<file path="config.mk">
export PLATFORM = sky130hd
export DESIGN_NAME = card_window_decoder
export DESIGN_NICKNAME = d
export VERILOG_FILES = /design/src/rtl/cwd_pkg.sv /design/src/rtl/cwd_window.sv /design/src/rtl/cwd_prio.sv /design/src/rtl/card_window_decoder.sv
export SDC_FILE = /design/constraint.sdc
export NUM_CORES = 2
export LEC_CHECK = 0
export BUFFER_PORTS_ARGS = -buffer_cell sky130_fd_sc_hd__buf_2
export CAP_MARGIN = 20
export CORE_MARGIN = 8
export CORE_UTILIZATION = 45
export DETAILED_ROUTE_END_ITERATION = 6
export GPL_TIMING_DRIVEN = 0
export PLACE_DENSITY = 0.63
export SLEW_MARGIN = 20
export SYNTH_ARGS = -nofsm -noshare
export SYNTH_HDL_FRONTEND = slang
export SYNTH_SLANG_ARGS = --single-unit
</file>
<file path="constraint.sdc">
create_clock -name clk -period 6.5 [get_ports clk]
set_input_delay 0.65 -clock clk [delete_from_list [all_inputs] [get_ports clk]]
set_output_delay 0.65 -clock clk [all_outputs]
set_load 0.02 [all_outputs]
</file>
<file path="src/rtl/cwd_pkg.sv">
package cwd_pkg;

  typedef struct packed {
    logic [4:0] code;
    logic [6:0] rsvd_hi;
    logic [3:0] hold;
    logic [3:0] setup;
    logic [4:0] strobe;
    logic       wide;
    logic       rsvd_lo;
    logic [1:0] space;
    logic       slot;
    logic       wprot;
    logic       valid;
  } opt_t;

  // Returns {legal, log2(size)} for a size code.
  function automatic logic [5:0] size_of_code(input logic [4:0] code);
    logic [5:0] r;
    case (code)
      5'd0:  r = {1'b1, 5'd0};
      5'd1:  r = {1'b1, 5'd1};
      5'd2:  r = {1'b1, 5'd3};
      5'd3:  r = {1'b1, 5'd2};
      5'd4:  r = {1'b1, 5'd7};
      5'd5:  r = {1'b1, 5'd6};
      5'd6:  r = {1'b1, 5'd4};
      5'd7:  r = {1'b1, 5'd5};
      5'd8:  r = {1'b1, 5'd15};
      5'd9:  r = {1'b1, 5'd14};
      5'd10: r = {1'b1, 5'd12};
      5'd11: r = {1'b1, 5'd13};
      5'd12: r = {1'b1, 5'd8};
      5'd13: r = {1'b1, 5'd9};
      5'd14: r = {1'b1, 5'd11};
      5'd15: r = {1'b1, 5'd10};
      5'd16: r = {1'b1, 5'd28};
      5'd20: r = {1'b1, 5'd24};
      5'd21: r = {1'b1, 5'd25};
      5'd23: r = {1'b1, 5'd26};
      5'd24: r = {1'b1, 5'd16};
      5'd25: r = {1'b1, 5'd17};
      5'd26: r = {1'b1, 5'd19};
      5'd27: r = {1'b1, 5'd18};
      5'd28: r = {1'b1, 5'd23};
      5'd29: r = {1'b1, 5'd22};
      5'd30: r = {1'b1, 5'd20};
      5'd31: r = {1'b1, 5'd21};
      default: r = 6'd0;
    endcase
    return r;
  endfunction

endpackage

</file>
<file path="src/rtl/cwd_window.sv">
module cwd_window
  import cwd_pkg::*;
#(
  parameter int AW = 32
) (
  input  logic          clk,
  input  logic          rst,
  input  logic          we_base,
  input  logic          we_opt,
  input  logic [31:0]   wdata,
  input  logic [AW-1:0] lookup_addr,
  output logic          match,
  output logic [AW-1:0] base_q,
  output opt_t          opt_q
);

  logic [5:0]    sz;
  logic [AW-1:0] keep_mask;

  always_ff @(posedge clk) begin
    if (rst) begin
      base_q <= '0;
      opt_q  <= '0;
    end else begin
      if (we_base) base_q <= wdata[AW-1:0];
      if (we_opt)  opt_q  <= opt_t'(wdata);
    end
  end

  always_comb begin
    sz        = size_of_code(opt_q.code);
    keep_mask = {AW{1'b1}} << sz[4:0];
    match     = opt_q.valid && sz[5] && ((lookup_addr & keep_mask) == base_q);
  end

endmodule

</file>
<file path="src/rtl/cwd_prio.sv">
module cwd_prio #(
  parameter int N  = 8,
  localparam int IW = $clog2(N)
) (
  input  logic [N-1:0]  req,
  output logic          any,
  output logic [IW-1:0] idx
);

  always_comb begin
    any = |req;
    idx = '0;
    for (int i = N - 1; i >= 0; i--) begin
      if (req[i]) idx = IW'(i);
    end
  end

endmodule

</file>
<file path="src/rtl/card_window_decoder.sv">
module card_window_decoder
  import cwd_pkg::*;
#(
  parameter int NWIN = 8,
  parameter int AW   = 32,
  localparam int IW  = $clog2(NWIN)
) (
  input  logic          clk,
  input  logic          rst,
  input  logic          cfg_we,
  input  logic [IW:0]   cfg_addr,
  input  logic [31:0]   cfg_wdata,
  input  logic          req_valid,
  input  logic          req_write,
  input  logic [AW-1:0] req_addr,
  output logic          rsp_valid,
  output logic          rsp_hit,
  output logic          rsp_go,
  output logic          rsp_wp_err,
  output logic [IW-1:0] rsp_win,
  output logic [AW-1:0] rsp_card_addr,
  output logic          rsp_slot,
  output logic [1:0]    rsp_space,
  output logic          rsp_wide,
  output logic [3:0]    rsp_hold,
  output logic [3:0]    rsp_setup,
  output logic [4:0]    rsp_strobe
);

  logic [NWIN-1:0] match_vec;
  logic [AW-1:0]   base_arr [NWIN];
  opt_t            opt_arr  [NWIN];
  logic            any_hit;
  logic [IW-1:0]   win_idx;
  logic [AW-1:0]   base_sel;
  opt_t            opt_sel;
  logic            hit_now;
  logic            wp_now;

  for (genvar w = 0; w < NWIN; w++) begin : g_win
    logic sel;
    assign sel = cfg_we && (cfg_addr[IW:1] == IW'(w));
    cwd_window #(.AW(AW)) u_win (
      .clk         (clk),
      .rst         (rst),
      .we_base     (sel && !cfg_addr[0]),
      .we_opt      (sel && cfg_addr[0]),
      .wdata       (cfg_wdata),
      .lookup_addr (req_addr),
      .match       (match_vec[w]),
      .base_q      (base_arr[w]),
      .opt_q       (opt_arr[w])
    );
  end

  cwd_prio #(.N(NWIN)) u_prio (
    .req (match_vec),
    .any (any_hit),
    .idx (win_idx)
  );

  assign base_sel = base_arr[win_idx];
  assign opt_sel  = opt_arr[win_idx];
  assign hit_now  = req_valid && any_hit;
  assign wp_now   = hit_now && req_write && opt_sel.wprot;

  logic unused_opt_bits;
  assign unused_opt_bits = ^{opt_sel.rsvd_hi, opt_sel.rsvd_lo, opt_sel.code, opt_sel.valid};

  always_ff @(posedge clk) begin
    if (rst) begin
      rsp_valid     <= 1'b0;
      rsp_hit       <= 1'b0;
      rsp_go        <= 1'b0;
      rsp_wp_err    <= 1'b0;
      rsp_win       <= '0;
      rsp_card_addr <= '0;
      rsp_slot      <= 1'b0;
      rsp_space     <= 2'b00;
      rsp_wide      <= 1'b0;
      rsp_hold      <= '0;
      rsp_setup     <= '0;
      rsp_strobe    <= '0;
    end else begin
      rsp_valid  <= req_valid;
      rsp_hit    <= hit_now;
      rsp_go     <= hit_now && !wp_now;
      rsp_wp_err <= wp_now;
      if (hit_now) begin
        rsp_win       <= win_idx;
        rsp_card_addr <= req_addr - base_sel;
        rsp_slot      <= opt_sel.slot;
        rsp_space     <= opt_sel.space;
        rsp_wide      <= opt_sel.wide;
        rsp_hold      <= opt_sel.hold;
        rsp_setup     <= opt_sel.setup;
        rsp_strobe    <= opt_sel.strobe;
      end else begin
        rsp_win       <= '0;
        rsp_card_addr <= '0;
        rsp_slot      <= 1'b0;
        rsp_space     <= 2'b00;
        rsp_wide      <= 1'b0;
        rsp_hold      <= '0;
        rsp_setup     <= '0;
        rsp_strobe    <= '0;
      end
    end
  end

endmodule

</file>
==> results.sh <==
export IMPL_status="finished with violations"
export IMPL_violations="design-rule violations, negative setup slack"
export IMPL_clk_pin_slew_worst_paths_ps=60
export IMPL_numCtsBuffers=67
export IMPL_groute_usage_overall_pct=40.16
export IMPL_die_y_um=284.5
export IMPL_ys_flop_type="dfxtp_1"
export IMPL_fin_crit_ps=6697
export IMPL_die_w_um=284.5
export IMPL_io_buffers=99
export IMPL_synth_edf_count=0
export IMPL_syn_area_um2=32440
export IMPL_fin_ws_ps=-196.7
export IMPL_avgRoutedWirePerCell_um=30.50
export IMPL_async_flop_share_pct=0
export IMPL_setup_viol=8
export IMPL_syn_inst=4383
export IMPL_gp_routability_congestion=1.091
export IMPL_seq_area_frac_synth_pct=34.06
export IMPL_drive_gt1_share_pct=17.20
export IMPL_place_ws_ps=-3542
export IMPL_cp_end_kind="register"
export IMPL_n_fill_cell=6962
export IMPL_relSlewSlack_pct=13.77
export IMPL_nNetsFinal=4765
export IMPL_tightest_slew_ps=1293
export IMPL_cp_common_cell="nor2_1"
export IMPL_syn_nets=4512
export IMPL_synth_adder_area_share_pct=2.183
export IMPL_grt_antenna_before_repair=10
export IMPL_hold_class="input port to register"
export IMPL_holdBufCountCts=0
export IMPL_crit_type="register to register"
export IMPL_max_freq_mhz=149.3
export IMPL_ys_types=91
export IMPL_placed_cells=5434
export IMPL_insertion_delay_ps=650
export IMPL_rsz0062_at_grt="true"
export IMPL_syn_area_per_cell_um2=7.402
export IMPL_startpoint_type="register"
export IMPL_initial_core_util_pct=45.38
export IMPL_drtAntennaViolNets=0
export IMPL_area_delta_synth_final_pct=20.80
export IMPL_via_per_inst=6.273
export IMPL_h_tree_depth=3
export IMPL_wirelength_um=172300
export IMPL_critPathMaxStageDelay_ps=510
export IMPL_cp_required_ps=7010
export IMPL_synth_top_family_by_area="simple AND/OR/NAND/NOR gates"
export IMPL_vias=35437
export IMPL_path_delay_family="compound AO/OA/AOI/OAI gates"
export IMPL_ir_worst_vdd_mv=0.2337
export IMPL_cts_tree="done"
export IMPL_grt_max_degree=14
export IMPL_drc=10
export IMPL_crit_slowest_cell="o21ai_0"
export IMPL_rows=98
export IMPL_yosys_warnings=0
export IMPL_dp_hpwl_um=127800
export IMPL_clock_sinks=552
export IMPL_core_area_um2=71490
export IMPL_grt_pass1_wl_um=236200
export IMPL_cap_viol_max_count=0
export IMPL_io_pins=129
export IMPL_clock_skew_ps=38.29
export IMPL_cts_root_buffer="clkbuf_16"
export IMPL_synth_xor_area_share_pct=5.481
export IMPL_drt_iter0_drc=4432
export IMPL_slew_violations=0
export IMPL_synth_seq_cells=552
export IMPL_synth_compound_area_share_pct=18.90
export IMPL_arrival_ps=7200
export IMPL_dr_pass1_iters=7
export IMPL_post_route_period_util_pct=103.0
export IMPL_critical_path_buf_inv_count=4
export IMPL_hold_violations=0
export IMPL_path_max_fanout=10
export IMPL_overflow=0
export IMPL_synth_mux_area_fraction_pct=7.930
export IMPL_grt_pass1_vias=31867
export IMPL_die_area_um2=80940
export IMPL_p_per_area_nw_per_um2=220.7
export IMPL_yosys_area_share_simple_pct=25.62
export IMPL_stdcell_count=5649
export IMPL_cts_buffer_depth=3
export IMPL_leakage_uw=0.01501
==> worst min-delay path, delay by kind of cell <==
kind,cells,cell delay [ps]
compound gates,1,50
buf+inv,1,160
simple gates,1,90
==> per-layer routing <==
layer | GRT usage, % | vias up | routed length (um)
li1 | - | 15681 | -
met1 | 52.40 | 16856 | 68000
met2 | 57.12 | 2347 | 69660
met3 | 12.04 | 545 | 21620
met4 | 25.64 | 8 | 12940
met5 | 0 | - | 52
==> per-stage QoR <==
step           hold WS [ps]  instance area (um2)  setup TNS [ps]  power (uW)  utilization [%]
2_1_floorplan         432.2                32460               0        4047                -
3_3_place_gp          438.3                34150          -84410        4458            47.76
3_5_place_dp          444.6                34230          -73700        4454            47.88
4_1_cts               326.5                38410               0        8575            53.73
5_1_grt               362.3                39150           -1302        8819            54.77
6_report              351.3                39190          -814.6        8648            54.82
==> cells by family (layout without fill, tap and decap cells) <==
family,Yosys count,after routing
and+or+nand+nor,1803,1803
AOI/OAI and AO/OA,1051,1051
DFF,552,552
buffers and inverters,473,775
muxes,245,245
xor gates and xnor gates,203,203
adders and majority gates,56,56
other,0,14
==> repair_timing <==
action / CTS / global route
endpoints found under the hold margin: 0 / 0
gates resized for setup: 371 / 149
gates cloned: 1 / 0
endpoints found under the setup margin: 31 / 13
buffers inserted: 62 / 35
pin swaps: 70 / 68
==> flip-flops by register name, summed over array words and instances, names as in the netlist, 2 cells and up <==
register	flops
g_win.u_win.base_q	256
g_win.u_win.opt_q	192
g_win.u_win.sz	48
rsp_card_addr	32
rsp_hold	4
rsp_setup	4
rsp_space	2
rsp_strobe	5
rsp_win	3
==> power breakdown <==
| part | internal, uW | switching (uW) |
|---|---|---|
| logic | 312 | 720 |
| clock network | 2440 | 1690 |
| registers | 3420 | 65.8 |
==> area by class of cell <==
class / instances / area (um2) / area share [%]
Antenna cell: 14 / 35.03 / 0.08940
Buffer: 328 / 1911 / 4.875
Clock buffer: 92 / 1891 / 4.824
Clock inverter: 26 / 526.8 / 1.344
Inverter: 130 / 503.0 / 1.283
Multi-Input combinational cell: 3358 / 20660 / 52.72
Sequential cell: 552 / 11130 / 28.39
Tap cell: 950 / 1189 / 3.033
Timing Repair Buffer: 199 / 1349 / 3.442
==> cells in the mapped netlist (7+ instances only) <==
cell	instances	area [um2]
nand2_1	1025	3847
a21oi_1	610	3053
dfxtp_1	552	11050
clkbuf_1	254	953.4
nor2_1	224	840.8
mux2i_1	152	1521
o21ai_0	135	675.7
inv_1	130	488.0
xor2_1	113	989.7
mux2_2	91	1025
xnor2_1	90	788.3
nand3_1	80	400.4
o211ai_1	76	570.6
nand4_1	67	419.2
nor3_1	61	305.3
ha_1	55	688.2
nor4_1	44	275.3
nor2b_1	42	262.8
buf_2	38	190.2
and3_1	34	212.7
a31oi_1	33	206.5
buf_1	33	123.9
and4_1	32	280.3
or2_2	32	200.2
a211oi_1	29	217.7
nand2b_1	28	175.2
a21o_1	20	150.1
a22oi_1	19	142.6
nor4b_1	18	157.7
and2_1	16	100.1
nand3b_1	16	120.1
a21boi_0	14	105.1
nor3b_1	14	105.1
nand4b_1	12	105.1
o21a_1	12	90.09
a221o_1	11	110.1
or3_1	11	68.82
or4_1	10	75.07
clkbuf_2	9	45.04
and4b_1	8	80.08
a211o_1	7	61.31
o2111ai_1	7	61.31
o31ai_1	7	52.55
==> cells in the final DEF (no fill, tap or decap), drive strengths merged, types with 34 or more instances in the layout <==
cell,netlist,layout
nor2,226,226
nand4,67,67
xor2,113,113
mux2i,152,152
o211ai,76,76
xnor2,90,90
o21ai,136,136
dfxtp,552,552
clkbuf,263,330
a21oi,611,611
mux2,93,93
nand3,80,80
ha,55,55
buf,80,288
and3,34,34
nor3,62,62
nand2,1025,1025
inv,130,128
nor2b,42,42
nor4,44,44
==> worst paths after layout <==
| check | end | slack [ps] | startpoint | depth (start not counted) |
|---|---|---|---|---|
| hold / removal | g_win[2].u_win.opt_q[6] | 350 | cfg_wdata[6] | 3 |
| setup reg to reg | rsp_card_addr[28] | -200 | g_win[6].u_win.sz[2] | 26 |
| setup / recovery | rsp_card_addr[28] | -200 | g_win[6].u_win.sz[2] | 26 |
| hold reg to reg | g_win[7].u_win.opt_q[16] | 450 | g_win[7].u_win.opt_q[16] | 2 |
(Power assumes the default switching activity.)
